`src/rtl/sar_pkg.sv`:
```
package sar_pkg;
  typedef enum logic [2:0] {
    S_IDLE = 3'd0,
    S_RSTW = 3'd1,
    S_STW  = 3'd2,
    S_SAMP = 3'd3,
    S_CONV = 3'd4,
    S_STBY = 3'd5
  } seq_st_e;

  localparam int DEF_DIV        = 16;
  localparam int DEF_RST_WAIT   = 8;
  localparam int DEF_START_WAIT = 16;
  localparam int DEF_SAMPLE     = 2;
  localparam int DEF_STANDBY    = 100;
endpackage

```
`src/rtl/sar_tick_div.sv`:
```
module sar_tick_div #(
  parameter int DIVW = 8
) (
  input  logic            clk,
  input  logic            rst_n,
  input  logic            clr,
  input  logic [DIVW-1:0] div,
  output logic            tick
);
  logic [DIVW-1:0] cnt_q, cnt_d, lim;

  always_comb begin
    lim   = (div == '0) ? '0 : div - 1'b1;
    tick  = (cnt_q >= lim);
    cnt_d = (clr || tick) ? '0 : cnt_q + 1'b1;
  end

  always_ff @(posedge clk or negedge rst_n) begin
    if (!rst_n) cnt_q <= '0;
    else        cnt_q <= cnt_d;
  end
endmodule

```
`src/rtl/sar_seq.sv`:
```
module sar_seq
  import sar_pkg::*;
#(
  parameter int CW = 8
) (
  input  logic          clk,
  input  logic          rst_n,
  input  logic          tick,
  input  logic          launch,
  input  logic [CW-1:0] rst_wait,
  input  logic [CW-1:0] start_wait,
  input  logic [2:0]    sample_cyc,
  input  logic [CW-1:0] standby_wait,
  input  logic [CW-1:0] nbits,
  output seq_st_e       st,
  output logic          conv_step,
  output logic          conv_last
);
  seq_st_e       st_q, st_d;
  logic [CW-1:0] cnt_q, cnt_d, lim;
  logic [CW:0]   cnt_inc;
  logic          span_end;

  always_comb begin
    case (st_q)
      S_RSTW:  lim = rst_wait;
      S_STW:   lim = start_wait;
      S_SAMP:  lim = CW'(sample_cyc);
      S_CONV:  lim = nbits;
      S_STBY:  lim = standby_wait;
      default: lim = '0;
    endcase
    cnt_inc  = {1'b0, cnt_q} + 1'b1;
    span_end = (cnt_inc >= {1'b0, lim});
  end

  always_comb begin
    st_d  = st_q;
    cnt_d = cnt_q;
    if (launch) begin
      st_d  = S_RSTW;
      cnt_d = '0;
    end else if (tick && st_q != S_IDLE) begin
      if (span_end) begin
        cnt_d = '0;
        case (st_q)
          S_RSTW:  st_d = S_STW;
          S_STW:   st_d = S_SAMP;
          S_SAMP:  st_d = S_CONV;
          S_CONV:  st_d = S_STBY;
          default: st_d = S_IDLE;
        endcase
      end else begin
        cnt_d = cnt_q + 1'b1;
      end
    end
  end

  always_ff @(posedge clk or negedge rst_n) begin
    if (!rst_n) begin
      st_q  <= S_IDLE;
      cnt_q <= '0;
    end else begin
      st_q  <= st_d;
      cnt_q <= cnt_d;
    end
  end

  assign st        = st_q;
  assign conv_step = tick && !launch && (st_q == S_CONV);
  assign conv_last = conv_step && span_end;
endmodule

```
`src/rtl/sar_approx.sv`:
```
module sar_approx #(
  parameter int DW = 12
) (
  input  logic          clk,
  input  logic          rst_n,
  input  logic          launch,
  input  logic          conv_step,
  input  logic          cmp,
  output logic [DW-1:0] trial,
  output logic [DW-1:0] acc_nxt
);
  logic [DW-1:0] acc_q, bit_q;

  always_comb begin
    trial   = acc_q | bit_q;
    acc_nxt = cmp ? trial : acc_q;
  end

  always_ff @(posedge clk or negedge rst_n) begin
    if (!rst_n) begin
      acc_q <= '0;
      bit_q <= '0;
    end else if (launch) begin
      acc_q <= '0;
      bit_q <= {1'b1, {(DW-1){1'b0}}};
    end else if (conv_step) begin
      acc_q <= acc_nxt;
      bit_q <= {1'b0, bit_q[DW-1:1]};
    end
  end
endmodule

```
`src/rtl/sar_oneshot_ctrl.sv`:
```
module sar_oneshot_ctrl
  import sar_pkg::*;
#(
  parameter int NCH   = 10,
  parameter int DW    = 12,
  parameter int DIVW  = 8,
  parameter int WAITW = 8
) (
  input  logic              clk,
  input  logic              rst_n,
  input  logic              start_req,
  input  logic [NCH-1:0]    pad_mask,
  input  logic [2*NCH-1:0]  atten_packed,
  input  logic [1:0]        res_code,
  input  logic              data_inv,
  input  logic [DIVW-1:0]   clk_div,
  input  logic [WAITW-1:0]  rst_wait,
  input  logic [WAITW-1:0]  start_wait,
  input  logic [2:0]        sample_cyc,
  input  logic [WAITW-1:0]  standby_wait,
  output logic              busy,
  output logic              done,
  output logic [DW-1:0]     result,
  output logic              ana_pwr,
  output logic              ana_rst,
  output logic              ana_sample,
  output logic [NCH-1:0]    ana_pad,
  output logic [1:0]        ana_atten,
  output logic [DW-1:0]     ana_code,
  input  logic              ana_cmp
);
  localparam int MINB = DW - 3;

  // reset: asserted asynchronously, released on the clock
  logic [1:0] rsync_q;
  logic       rst_n_s;
  always_ff @(posedge clk or negedge rst_n) begin
    if (!rst_n) rsync_q <= '0;
    else        rsync_q <= {rsync_q[0], 1'b1};
  end
  assign rst_n_s = rsync_q[1];

  // channel attenuation pick, one slice per channel
  logic [1:0] fld [NCH];
  logic [1:0] atten_sel;
  for (genvar i = 0; i < NCH; i++) begin : g_fld
    assign fld[i] = pad_mask[i] ? atten_packed[2*i +: 2] : 2'b00;
  end
  always_comb begin
    atten_sel = 2'b00;
    for (int i = 0; i < NCH; i++) atten_sel = atten_sel | fld[i];
  end

  seq_st_e          st;
  logic             start_q, tick, launch, conv_step, conv_last, mask_ok;
  logic [NCH-1:0]   pad_q;
  logic [1:0]       atten_q;
  logic [WAITW-1:0] nb_q, nb_d;
  logic             done_q, done_d;
  logic [DW-1:0]    res_q, res_d, trial, acc_nxt, raw, fmask;

  always_comb begin
    mask_ok = (pad_mask != '0) && ((pad_mask & (pad_mask - 1'b1)) == '0);
    busy    = (st == S_RSTW) || (st == S_STW) || (st == S_SAMP) || (st == S_CONV);
    launch  = start_req && !start_q && !busy && mask_ok;
    nb_d    = WAITW'(MINB) + WAITW'(res_code);
    raw     = acc_nxt >> (DW - int'(nb_q));
    fmask   = {DW{1'b1}} >> (DW - int'(nb_q));
    res_d   = data_inv ? (~raw & fmask) : raw;
    done_d  = launch ? 1'b0 : (conv_last ? 1'b1 : done_q);
  end

  sar_tick_div #(.DIVW(DIVW)) u_div (
    .clk(clk), .rst_n(rst_n_s), .clr(launch), .div(clk_div), .tick(tick)
  );

  sar_seq #(.CW(WAITW)) u_seq (
    .clk(clk), .rst_n(rst_n_s), .tick(tick), .launch(launch),
    .rst_wait(rst_wait), .start_wait(start_wait), .sample_cyc(sample_cyc),
    .standby_wait(standby_wait), .nbits(nb_q),
    .st(st), .conv_step(conv_step), .conv_last(conv_last)
  );

  sar_approx #(.DW(DW)) u_sar (
    .clk(clk), .rst_n(rst_n_s), .launch(launch), .conv_step(conv_step),
    .cmp(ana_cmp), .trial(trial), .acc_nxt(acc_nxt)
  );

  always_ff @(posedge clk or negedge rst_n_s) begin
    if (!rst_n_s) begin
      start_q <= 1'b0;
      done_q  <= 1'b0;
    end else begin
      start_q <= start_req;
      done_q  <= done_d;
    end
  end

  always_ff @(posedge clk or negedge rst_n_s) begin
    if (!rst_n_s) begin
      pad_q   <= '0;
      atten_q <= '0;
      nb_q    <= WAITW'(DW);
    end else if (launch) begin
      pad_q   <= pad_mask;
      atten_q <= atten_sel;
      nb_q    <= nb_d;
    end
  end

  always_ff @(posedge clk or negedge rst_n_s) begin
    if (!rst_n_s)       res_q <= '0;
    else if (conv_last) res_q <= res_d;
  end

  assign done       = done_q;
  assign result     = res_q;
  assign ana_pwr    = (st != S_IDLE);
  assign ana_rst    = (st == S_RSTW);
  assign ana_sample = (st == S_SAMP);
  assign ana_pad    = ana_pwr ? pad_q : '0;
  assign ana_atten  = atten_q;
  assign ana_code   = (st == S_CONV) ? trial : '0;
endmodule

```
`config.mk`:
```
export PLATFORM = sky130hd
export DESIGN_NAME = sar_oneshot_ctrl
export DESIGN_NICKNAME = d
export VERILOG_FILES = /design/src/rtl/sar_pkg.sv /design/src/rtl/sar_tick_div.sv /design/src/rtl/sar_seq.sv /design/src/rtl/sar_approx.sv /design/src/rtl/sar_oneshot_ctrl.sv
export SDC_FILE = /design/constraint.sdc
export NUM_CORES = 1
export LEC_CHECK = 0
export BUFFER_PORTS_ARGS = -buffer_cell sky130_fd_sc_hd__buf_2
export CORE_ASPECT_RATIO = 0.5
export CORE_UTILIZATION = 27
export DETAILED_ROUTE_END_ITERATION = 6
export MAX_ROUTING_LAYER = met4
export PLACE_DENSITY = 0.44
export REMOVE_ABC_BUFFERS = 1
export SKIP_LAST_GASP = 1
export SYNTH_ARGS = -nofsm -noshare
export SYNTH_HDL_FRONTEND = slang
export SYNTH_SLANG_ARGS = --single-unit
export TNS_END_PERCENT = 100
```
`constraint.sdc`:
```
create_clock -name clk -period 2.6 [get_ports clk]
set_input_delay 0.13 -clock clk [delete_from_list [all_inputs] [get_ports clk]]
set_output_delay 0.13 -clock clk [all_outputs]
set_load 0.02 [all_outputs]
```
# ---- Yosys cells after proc, flatten, opt, wreduce, memory -nomap -nowiden
# Cells that the tools add are included.
dict set report totals {
  out_inout_bits 41
  ff_bits 79
}
dict set report classes {
  n_addsub 7
  n_mux 30
  reduce_logical 24
  shifts 2
  bitwise_logic 13
  n_lt_le_gt_ge 2
  eq_ne 5
}
# cell n
set ops {}
lappend ops {{$mux W12} 7}
lappend ops {{$mux W8} 5}
lappend ops {{$pmux W8 S5} 1}
lappend ops {{$shr A12 B32 Y12} 1}
lappend ops {{$shr A12 B32 Y12 const A} 1}
lappend ops {{$mux W2} 10}
lappend ops {{$or A2 B2 Y2} 9}
lappend ops {{$add A8 B1 Y8 const B} 2}
lappend ops {{$and A12 B12 Y12} 1}
lappend ops {{$not A12 Y12} 1}
lappend ops {{$or A12 B12 Y12} 1}
lappend ops {{$pmux W3 S4} 1}
lappend ops {{$and A10 B10 Y10} 1}
lappend ops {{$logic_not A10 Y1} 1}
lappend ops {{$mux W10} 1}
lappend ops {{$reduce_bool A10 Y1} 1}
lappend ops {{$sub A10 B1 Y10 const B} 1}
lappend ops {{$add A8 B1 Y9 const B} 1}
lappend ops {{$ge A9 B8 Y1} 1}
lappend ops {{$mux W3} 3}
lappend ops {{$sub A4 B8 Y9 const A} 1}
lappend ops {{$ge A8 B8 Y1} 1}
lappend ops {{$logic_and A1 B1 Y1} 8}
lappend ops {{$logic_not A8 Y1} 1}
lappend ops {{11 further kinds} 22}

# ---- Depth between registers and ports, before layout
# Gate-level depths: netlist of the first run.
dict set report logic_depth {
  ltp_word 13
  ltp_mapped 14
  ltp_nobuf 13
}

# ---- Cells and area by module
# A second synthesis of the first run with hierarchy kept.
dict set report unflattened {
  cells_unflattened 588
  area_unflattened_um2 5540.3
}
# mod cells_each seq_area_each_um2 area_per_inst_um2 n_inst
set by_module_without_submodules {}
lappend by_module_without_submodules {sar_oneshot_ctrl 264 777.0 2468.6 1}
lappend by_module_without_submodules {sar_seq 146 275.3 1246.2 1}
lappend by_module_without_submodules {sar_approx 103 600.6 1108.6 1}
lappend by_module_without_submodules {sar_tick_div 75 200.2 716.9 1}

# ---- Worst setup path after synthesis of the first run
# OpenSTA, ideal clock, no wires.
dict set report synth_path {
  path_kind {register -> register}
  startpoint {register u_seq.st_q[2] (netlist: u_seq.st[2])}
  endpoint {register u_seq.cnt_q[5]}
  period_less_slack_ns 3.169
  t_required_ns 2.501
  stages_incl_launch_ff 11
  t_arrival_ns 3.070
  setup_time_ns 0.099
  setup_slack_ns -0.569
  cell_sequence {dfrtp_1 clkbuf_1 clkbuf_1 nor2_1 a221oi_1 ha_1 a211o_1 a22o_1 nor4_2 o21ai_0 a311oi_1}
}
dict set report synth_via {
  elab_chain_len 8
  word_cells_on_any_way 19
  cone_classes {order compare (1); eq/ne (5); mux (4); reduce/logical (9)}
}
# element line
set synth_lines {}
lappend synth_lines {{start, declared} sar_seq.sv:19} ;# seq_st_e st_q, st_d;
lappend synth_lines {{start signal, assigned} sar_seq.sv:64} ;# st_q <= st_d;
lappend synth_lines {{$eq A3 B1 Y1 *} --}
lappend synth_lines {{named net ana_rst} sar_oneshot_ctrl.sv:25} ;# output logic ana_rst,
lappend synth_lines {{parallel branches: the longest is 7 deep, another holds $ge A9 B8 Y1} --}
lappend synth_lines {{end signal, assigned} sar_seq.sv:65} ;# cnt_q <= cnt_d;
lappend synth_lines {{end, declared} sar_seq.sv:20} ;# logic [CW-1:0] cnt_q, cnt_d, lim;
# Mark *: on every way through the listed nets, which the timed path passes. The select of a mux whose other input is x is not followed.
# A chain may end at the register's enable or synchronous reset.

# ---- Worst setup path after layout of the first run
dict set report layout_path {
  startpoint {register u_seq.st_q[0] (netlist: u_seq.st[0])}
  endpoint {register u_seq.st_q[2] (netlist: u_seq.st[2])}
}
dict set report layout_via {
  elab_chain_len 9
  word_cells_on_any_way 22
  cone_classes {order compare (1); eq/ne (5); mux (5); reduce/logical (11)}
}
# element
set layout_lines {}
lappend layout_lines {{parallel branches: the longest is 9 deep, another holds $ge A9 B8 Y1}}
# Parallel ways; which one is timed is not known. The select of a mux whose other input is x is not followed.

==> impl_metrics.json, run 1 <==
{
  "nets": 847,
  "async_reset_ff_share_pct": 100,
  "path_depth": 12,
  "critical_path.top_delay_family": "compound AO/OA/AOI/OAI gates",
  "worstPathArrival_ps": 3020,
  "grt_pass1_vias": 4708,
  "drv_cap": 0,
  "netlist_area_um2": 4850,
  "hold_class": "input port to flop",
  "ys.flop_type": "dfrtp_1",
  "r2r_slack_ps": -230,
  "min_period_ps": 2830,
  "rsz0062_at_grt": "yes",
  "antenna_cells": 0,
  "drtIter0Drc": 191,
  "run_status": "finished, violations left",
  "crit_path_max_incr_delay_ps": 490,
  "core_um2": 17500,
  "io_buffers": 112,
  "die_w_um": 192,
  "area_growth_pct": 48.1,
  "required_ps": 2790,
  "routabilityCongestion": 0.811,
  "cts_inserted_buffers": 9,
  "start_kind": "flop",
  "synth_seq_area_share_pct": 38.2,
  "htree_levels": 3,
  "hold_violations": 0,
  "yosysUniqueCellTypes": 61,
  "worstSetupStartpoint": "u_seq.st[0]",
  "drive_above_1_share_pct": 40.2,
  "pre_cts_ws_ps": -521,
  "rows": 34,
  "finalSetupViolations": 24,
  "viasPerCell": 4.79,
  "r2r-end": "u_seq.st[2]",
  "yosysTopAreaCell": "dfrtp_1",
  "drt-total-wl_mm": 14.7,
  "syn_inst": 564,
  "synth_area_leaders": "dfrtp_1 (38%), nand2_1 (6.8%), ha_1 (5.7%), mux2i_1 (5.6%), a21oi_1 (4.8%)",
  "cts_tree": "built",
  "grt_util_all_layers_pct": 16.9,
  "route.vias.total": 4751,
  "critPathBufInv": 3,
  "period_share_pct": 109,
  "grt_max_degree": 36,
  "grt_pass1_wl_mm": 24.2,
  "cellPowerDensity_nw_per_um2": 760,
  "critPathKind": "flop to flop",
  "syn-mean-instance-area_um2": 8.61,
  "clock-root-buffer": "clkbuf_16",
  "route.detailed.drc": 0,
  "dr.pass1.iters": 4,
  "irDropWorstVdd_uv": 298,
  "worst_path_max_delay_cell": "dfrtp_2",
  "fin_skew_ps": 6.17,
  "die_area_um2": 18500,
  "cellLeakagePower_nw": 3.62,
  "wl_per_cell_um": 14.8,
  "io_pins": 113,
  "dp_cells": 956,
  "clkTransAtPathRegs_ps": 60,
  "final_cells": 992,
  "grt_overflow": 0,
  "worstPathCellList": "buf_6 > mux2_4 > a221oi_4 > ha_2 > o211ai_1 > nor2_2 > a22o_1 > buf_4 > buf_6 > nor2_2 > o21a_1 > o221ai_1",
  "reg2regPathDepth": 12,
  "worstSkewPairLatency_ps": 330,
  "cts_sinks": 74,
  "tightest_slew_ps": 586,
  "drv_slew": 0,
  "yosysTopAreaCellShare_pct": 37.6,
  "worstReg2RegStart": "u_seq.st[0]",
  "yosys_warnings": 0,
  "violations": "setup timing",
  "endpoint_kind": "flop",
  "crit_end": "u_seq.st[2]",
  "fin_ws_ps": -233,
  "initial_core_util_pct": 27.8,
  "antenna_left": 0,
  "fin_tns_setup_ps": -3440,
  "synth_edf_count": 0,
  "synth_seq_cells": 74,
  "place_hpwl_mm": 10.4,
  "die_h_um": 96.8,
  "path_max_fanout": 8,
  "cts_buffer_depth": 2,
  "max_freq_mhz": 353,
  "antenna_found_initial": 0,
  "max_slew_margin_pct": 60.9
}
[cell usage after synthesis (2+ instances only)]
cell	count
nor2_1	62
nand3b_1	3
or3_1	3
o21ai_0	22
a31oi_1	2
or2_2	2
and2_1	13
a211oi_1	4
a21oi_1	47
ha_1	22
inv_1	14
a22oi_1	14
a311oi_1	2
o211ai_1	3
and3_1	3
nand2_1	88
o31ai_1	10
nand2b_1	10
nor3_1	10
dfrtp_1	73
buf_4	3
a221oi_1	4
o221ai_1	2
mux2i_1	27
a22o_1	2
mux2_2	2
buf_6	2
xor2_1	12
or4_1	2
xnor2_1	13
a21o_1	4
clkbuf_1	16
nand3_1	26
nor2b_1	7
buf_2	4
nor3b_1	5
nand4_1	2
[layer usage]
metal,track usage (%),share of wire (%),routed length (um),vias to the layer above
met4,3.17,0.72,106,0
met1,23.6,52,7610,2278
li1,-,-,-,2374
met2,25.8,45,6560,89
met5,-,0,0,-
met3,2.65,2.8,415,10
[registers in the layout (all words and copies together), names as in the netlist]
| signal | count |
|---|---|
| ana_atten | 2 |
| u_seq.st | 3 |
| result | 12 |
| rsync_q | 2 |
| pad_q | 10 |
| nb_q | 3 |
| u_sar.bit_q | 12 |
| u_seq.cnt_q | 8 |
| u_sar.acc_q | 12 |
| start_q | 1 |
| done | 1 |
| u_div.cnt_q | 8 |
[stage by stage]
step	cell area, um2	hold WS (ps)	total power [mW]	utilization, %
after floorplan	4720	-166	2.64	-
after global placement	6150	-83.3	3.54	35.2
after detailed placement	6150	-81.0	3.55	35.2
after CTS	6800	8.50	5.15	38.9
after global routing	7190	43.2	5.81	41.1
final	7190	27.5	5.46	41.1
[cells by family (layout without fill, tap and decap cells)]
group	after synthesis	in the layout	synth area share, %
muxes	30	30	6.50
buffers and inverters	40	234	3.74
adders and majority gates	23	23	5.88
xor gates and xnor gates	25	25	4.51
other	1	1	0.0773
AOI/OAI and AO/OA	131	131	18.4
and+or+nand+nor	240	240	22.8
DFF	74	74	38.2
[cells in the final DEF (no fill, tap or decap), drive strengths merged, types with 22 or more instances in the layout]
master,instances
mux2i,27
dfrtp,73
nand2,89
nand3,26
o21ai,22
nor2,62
ha,22
buf,199
a21oi,48
[final cells by class]
type,instances,area (um2)
clock buffer,12,246
fill,1782,10300
tap,234,293
timing repair buffer,204,1400
inverter,14,55.1
multi-input combinational,450,3260
sequential,74,1860
clock inverter,4,73.8
[where the power goes]
part / switching [mW] / internal (mW) / total, mW / leakage [nW]
Clock: 0.509 / 0.870 / 1.38 / 0.157
Sequential: 0.233 / 1.34 / 1.57 / 0.985
Combinational: 1.24 / 1.26 / 2.50 / 2.48
[repair_timing]
item,CTS,global route
endpoints found under the hold margin,3,0
setup endpoints to repair,48,48
gates cloned,4,0
hold buffers,2,0
resized for setup,53,75
pin swaps,8,35
setup buffers,6,10
[worst min path at each step]
stage                 from         end  cells after the start
3_5_place_dp         rst_n  rsync_q[1]                      1
5_1_grt        res_code[0]     nb_q[0]                      2
2_1_floorplan        rst_n  rsync_q[0]                      0
4_1_cts        res_code[0]     nb_q[0]                      2
3_3_place_gp         rst_n  rsync_q[0]                      1
6_report       res_code[0]     nb_q[0]                      2
Note: power is estimated with default switching activity, not from simulation.
==> inputs of run 2 (changes only) <==
--- a/config.mk
+++ b/config.mk
@@ -11,6 +11,7 @@
 export DETAILED_ROUTE_END_ITERATION = 6
 export MAX_ROUTING_LAYER = met4
 export PLACE_DENSITY = 0.44
+export RECOVER_POWER = 25
 export REMOVE_ABC_BUFFERS = 1
 export SKIP_LAST_GASP = 1
 export SYNTH_ARGS = -nofsm -noshare
==> run 2 against run 1 <==
  * The run ends with capacitance limit, slew limit, setup timing left
  * Wire length grew 0.27%
  * Clock power hardly changed
  * Final area fell by 0.12%
  * Sequential share of layout area barely moved
  * Final cell count is the same
  * Setup slack got worse by 4.4 ps
  * Register-to-register slack about the same
  * Global-route usage unchanged
  * Highest routed layer unchanged
==> impl_metrics.json, run 2 (same netlist as run 1, synthesis figures left out) <==
{
  "period_share_pct": 109,
  "rsz0062_at_grt": "yes",
  "cts_inserted_buffers": 9,
  "worstSetupStartpoint": "u_seq.st[0]",
  "wl_per_cell_um": 14.9,
  "area_growth_pct": 47.9,
  "hold_violations": 0,
  "nets": 847,
  "drv_slew": 36,
  "min_period_ps": 2840,
  "routabilityCongestion": 0.811,
  "rows": 34,
  "crit_end": "u_seq.st[2]",
  "cts_buffer_depth": 2,
  "cellPowerDensity_nw_per_um2": 761,
  "drive_above_1_share_pct": 39.6,
  "worstSkewPairLatency_ps": 330,
  "max_slew_margin_pct": -2.50,
  "required_ps": 2790,
  "grt_pass1_wl_mm": 24.2,
  "dr.pass1.iters": 4,
  "cts_tree": "built",
  "r2r-end": "u_seq.st[2]",
  "tightest_slew_ps": 1540,
  "finalSetupViolations": 24,
  "layout_commonest_cell": "buf_2",
  "fin_ws_ps": -238,
  "dp_cells": 956,
  "grt_util_all_layers_pct": 16.9,
  "clkTransAtPathRegs_ps": 60,
  "r2r_slack_ps": -240,
  "grt_pass1_vias": 4708,
  "die_h_um": 96.8,
  "core_um2": 17500,
  "htree_levels": 3,
  "cts_sinks": 74,
  "route.vias.total": 4750,
  "route.detailed.drc": 0,
  "endpoint_kind": "flop",
  "cellLeakagePower_nw": 3.60,
  "drv_cap": 1,
  "pre_cts_ws_ps": -521,
  "hold_class": "input port to flop",
  "p_total_mw": 5.46,
  "viasPerCell": 4.79,
  "antenna_cells": 0,
  "final_cells": 992,
  "run_status": "finished, violations left",
  "antenna_found_initial": 0,
  "fin_tns_setup_ps": -3450,
  "worstPathArrival_ps": 3030,
  "die_area_um2": 18500,
  "antenna_left": 0,
  "reg2regPathDepth": 12,
  "holdCritStartpoint": "res_code[0]",
  "grt_overflow": 0,
  "grt_max_degree": 36,
  "violations": "capacitance limit, slew limit, setup timing",
  "start_kind": "flop",
  "critPathKind": "flop to flop",
  "path_max_fanout": 8,
  "worstReg2RegStart": "u_seq.st[0]",
  "initial_core_util_pct": 27.8,
  "drt-total-wl_mm": 14.7,
  "drtIter0Drc": 186,
  "final_cell_mix": "buf_2 (107), nand2_1 (78), dfrtp_1 (69), buf_4 (69), nor2_1 (58)",
  "irDropWorstVdd_uv": 298,
  "io_buffers": 112,
  "clock-root-buffer": "clkbuf_16",
  "die_w_um": 192,
  "io_pins": 113,
  "place_hpwl_mm": 10.4,
  "fin_skew_ps": 6.12,
  "max_freq_mhz": 352
}
[run 2: cell types whose count changed in the layout (fill, tap and decap cells not counted), sizes merged]
cell	change
buf	-4
clkbuf	+4
[run 2: what timing repair did]
item / 4_1_cts / 5_1_grt
endpoints found under the setup margin: 48 / 48
cloned: 4 / 0
hold endpoints to repair: 3 / 0
setup buffers: 6 / 10
resized for setup: 53 / 75
pin swaps: 8 / 35
hold buffers: 2 / 0
[run 2: cell type report]
| cell class | instances | area (um2) |
|---|---|---|
| fill | 1784 | 10300 |
| multi-input combinational | 450 | 3260 |
| sequential | 74 | 1860 |
| timing repair buffer | 204 | 1400 |
| tap | 234 | 293 |
| clock buffer | 12 | 246 |
| clock inverter | 4 | 73.8 |
| inverter | 14 | 55.1 |
[run 2: metrics by stage]
step                area [um2]  utilization [%]  hold slack [ps]
floorplan                 4720                -             -166
global placement          6150             35.2            -83.3
detailed placement        6150             35.2            -81.0
CTS                       6800             38.9             8.50
global route              7180             41.0             43.2
finish                    7180             41.0             26.2
[run 2: per-layer routing]
metal  wire, um  share of wire (%)  vias up  track usage [%]
met2       6550                 44       83             25.8
met4        106               0.72        0             3.17
met3        373                2.5       10             2.65
met1       7710                 52     2282             23.6
li1           -                  -     2375                -
met5          0                  0        -                -
[run 2: worst min-delay path by stage]
stage	end	cells past startpoint
2_1_floorplan	rsync_q[0]	0
3_3_place_gp	rsync_q[0]	1
3_5_place_dp	rsync_q[1]	1
4_1_cts	nb_q[0]	2
5_1_grt	nb_q[0]	2
6_report	nb_q[0]	2
[run 2: worst max-delay path, stage by stage (launching register included)]
cell	delay [ps]
dfrtp_2	490
buf_6	150
mux2_4	300
a221oi_4	270
ha_2	320
o211ai_1	180
nor2_2	60
a22o_1	200
buf_4	140
buf_6	110
nor2_2	180
o21a_1	180
o221ai_1	120
[run 2: where the power goes]
part / internal [mW] / leakage [nW] / total (mW) / switching, mW
clock: 0.870 / 0.157 / 1.38 / 0.511
combinational: 1.26 / 2.46 / 2.50 / 1.24
sequential: 1.34 / 0.986 / 1.57 / 0.233
total: 3.47 / 3.60 / 5.46 / 1.99
==> inputs of run 3 (changes only) <==
--- a/config.mk
+++ b/config.mk
@@ -10,11 +10,11 @@
 export CORE_UTILIZATION = 27
 export DETAILED_ROUTE_END_ITERATION = 6
 export MAX_ROUTING_LAYER = met4
-export PLACE_DENSITY = 0.44
+export PLACE_DENSITY = 0.43
 export RECOVER_POWER = 25
-export REMOVE_ABC_BUFFERS = 1
 export SKIP_LAST_GASP = 1
 export SYNTH_ARGS = -nofsm -noshare
 export SYNTH_HDL_FRONTEND = slang
+export SYNTH_HIERARCHICAL = 1
 export SYNTH_SLANG_ARGS = --single-unit
 export TNS_END_PERCENT = 100
==> run 3 against run 2 <==
  * The flow finishes with violations (setup timing)
  * Clock skew grew 2.2 ps
  * Wire length grew 13%
  * Synthesized cell count is 4.3% higher
  * Final area up 13%
  * Die area increased by 14%
  * Global-route usage shrank 1.0 points
  * Clock-buffer cell count down 1
==> impl_metrics.json, run 3 <==
{
  "run_status": "finished, violations left",
  "violations": "setup timing",
  "synth-simple-area-share_pct": 22.3,
  "endpoint_kind": "flop",
  "route.detailed.drc": 0,
  "synth_seq_area_share_pct": 33.4,
  "clkTransAtPathRegs_ps": 60,
  "hold_class": "input port to asynchronous set/reset pin",
  "synth_edf_count": 0,
  "max_slew_margin_pct": 19.0,
  "irDropWorstVdd_uv": 288,
  "netlist_area_um2": 5540,
  "tightest_slew_ps": 1220,
  "fin_ws_ps": -450,
  "synth.most_common_cell": "dfrtp_1",
  "wl_per_cell_um": 15.4,
  "grt_overflow": 0,
  "fin_tns_setup_ps": -4780,
  "path_max_fanout": 7,
  "clock-root-buffer": "clkbuf_16",
  "place_hpwl_mm": 11.9,
  "antenna_cells": 0,
  "synth_seq_cells": 74,
  "cts_sinks": 74,
  "grt_pass1_vias": 5068,
  "die_w_um": 205,
  "cts_tree": "built",
  "grt_max_degree": 47,
  "crit_path_max_incr_delay_ps": 420,
  "multi_input_area_um2": 4020,
  "required_ps": 2840,
  "layout_commonest_cell": "buf_4",
  "worst_path_max_delay_cell": "dfrtp_1",
  "start_kind": "flop",
  "synth_top_family_by_area": "simple AND/OR/NAND/NOR gates",
  "die_h_um": 103,
  "cts_inserted_buffers": 9,
  "pre_cts_ws_ps": -824,
  "fillers": 1977,
  "yosys_warnings": 6,
  "syn-mean-instance-area_um2": 9.42,
  "synth_compound_area_share_pct": 18.8,
  "initial_core_util_pct": 28.0,
  "rows": 36,
  "period_share_pct": 117,
  "nets": 899,
  "drv_cap": 0,
  "drtIter0Drc": 234,
  "io_buffers": 112,
  "grt_util_all_layers_pct": 15.8,
  "yosys-mux-area-fraction_pct": 12.6,
  "synth_adder_area_share_pct": 5.15,
  "critPathKind": "flop to flop",
  "yosysTopAreaCellShare_pct": 33.0,
  "seq_area_um2": 1850,
  "io_pins": 113,
  "yosysTopAreaCell": "dfrtp_1",
  "synth_xor_area_share_pct": 3.00,
  "synth_area_leaders": "dfrtp_1 (33%), mux2i_1 (6.5%), ha_1 (5.0%), nor2_1 (4.1%), mux2_2 (3.3%)",
  "min_period_ps": 3050,
  "worstPathCellList": "buf_6 > nor2b_4 > a22oi_2 > o22a_1 > ha_1 > and3_4 > a221o_1 > a41oi_2 > nand2_2 > and2_4 > nand3b_1 > nor2_2 > o21ai_1 > nor2_1 > a221o_1",
  "final_cell_mix": "buf_4 (104), buf_2 (101), dfrtp_1 (72)",
  "cellPowerDensity_nw_per_um2": 595,
  "grt_pass1_wl_mm": 25.6,
  "ys.flop_type": "dfrtp_1",
  "viasPerCell": 4.82,
  "max_freq_mhz": 328,
  "route.vias.total": 5189,
  "dr.pass1.iters": 4,
  "drv_slew": 0,
  "cts_buffer_depth": 2,
  "cellLeakagePower_nw": 4.01,
  "hold_violations": 0,
  "routabilityCongestion": 0.878,
  "synth_commonest_cells": "dfrtp_1 (73), nor2_1 (61), mux2i_1 (36)",
  "fin_skew_ps": 8.36,
  "core_um2": 19800,
  "antenna_found_initial": 0,
  "yosysUniqueCellTypes": 78,
  "htree_levels": 3,
  "drive_above_1_share_pct": 45.2,
  "drt-total-wl_mm": 16.6,
  "timing.critical_path.mode_cell": "a221o_1",
  "async_reset_ff_share_pct": 100,
  "worstPathArrival_ps": 3290,
  "worstSkewPairLatency_ps": 350,
  "antenna_left": 0,
  "die_area_um2": 21100,
  "finalSetupViolations": 22,
  "syn_inst": 588,
  "area_growth_pct": 47.0,
  "rsz0062_at_grt": "yes"
}
==> run 3: changes by cell type in the layout (fill, tap and decap cells not counted), moves of 11 or more <==
cell     delta
a21oi_1    -25
or2_2      +11
a21o_1     +14
nand2_1    -54
buf_4      +35
mux2_2     +15
nand3_1    -13
nor2b_1    +13
==> run 3: where the power goes <==
part,total (mW),internal (mW),switching (mW)
logic,2.28,1.23,1.05
registers,1.36,1.25,0.107
clock network,1.21,0.678,0.536
==> run 3: stage by stage <==
step,power (mW),cells,util (%),hold WS [ps],area [um2]
2_1_floorplan,2.45,592,-,-166,5630
3_3_place_gp,3.08,1031,35.5,-81.0,7030
3_5_place_dp,3.11,1031,35.5,-78.4,7030
4_1_cts,4.61,1064,38.2,76.7,7560
5_1_grt,5.20,1076,41.2,119,8150
6_report,4.85,1076,41.2,114,8150
==> run 3: repair_timing <==
| item | 4_1_cts | 5_1_grt |
|---|---|---|
| hold buffers | 3 | 0 |
| endpoints found under the setup margin | 33 | 56 |
| setup buffers | 14 | 10 |
| cloned | 1 | 4 |
| resized for setup | 31 | 78 |
| endpoints found under the hold margin | 4 | 0 |
| pin swaps | 11 | 47 |
==> run 3: layout make-up <==
class | count | share of cell area [%]
flip-flops and latches | 74 | 22.8
inverters | 20 | 0.983
clock inverters | 5 | 0.461
multi-input cells | 467 | 49.3
repair buffers | 233 | 19.4
well taps | 266 | 4.09
clock buffers | 11 | 2.98
==> run 3: routing by layer <==
| layer | track usage, % | vias to the layer above | wire (um) |
|---|---|---|---|
| met5 | - | - | 0 |
| met4 | 4.65 | 0 | 163 |
| met3 | 3.13 | 15 | 283 |
| met2 | 26.2 | 37 | 8150 |
| met1 | 19.7 | 2544 | 8030 |
| li1 | - | 2593 | - |
==> run 3: path summary, 6_finish.rpt <==
check | start | endpoint | slack (ps) | cells after the start
setup / recovery | u_seq/st[0] | result[7] | -450 | 15
hold / removal | rst_n | rsync_q[0] | 110 | 2
setup reg to reg | u_seq/st[0] | result[7] | -450 | 15
hold reg to reg | rsync_q[0] | rsync_q[1] | 350 | 0
max in group asynchronous | rsync_q[1] | u_sar/acc_q[3] | 1110 | 1
min in group clk | pad_mask[5] | pad_q[5] | 140 | 2
==> run 3: cells by family (layout without fill, tap and decap cells) <==
group	count (synthesis)	in the layout
multiplexers	61	61
adder cells (fa/ha/maj)	23	23
buffers and inverters	52	269
AND/OR/NAND/NOR	219	219
XOR/XNOR	19	19
other	2	6
AO/OA/AOI/OAI	138	139
flip-flops	74	74
==> run 3: worst max-delay path: cells and delay by family, from the launching register on <==
family	cells	cell delay [ps]
AOI/OAI and AO/OA	6	1170
adders and majority gates	1	280
buffers and inverters	1	150
DFF	1	420
and+or+nand+nor	7	930
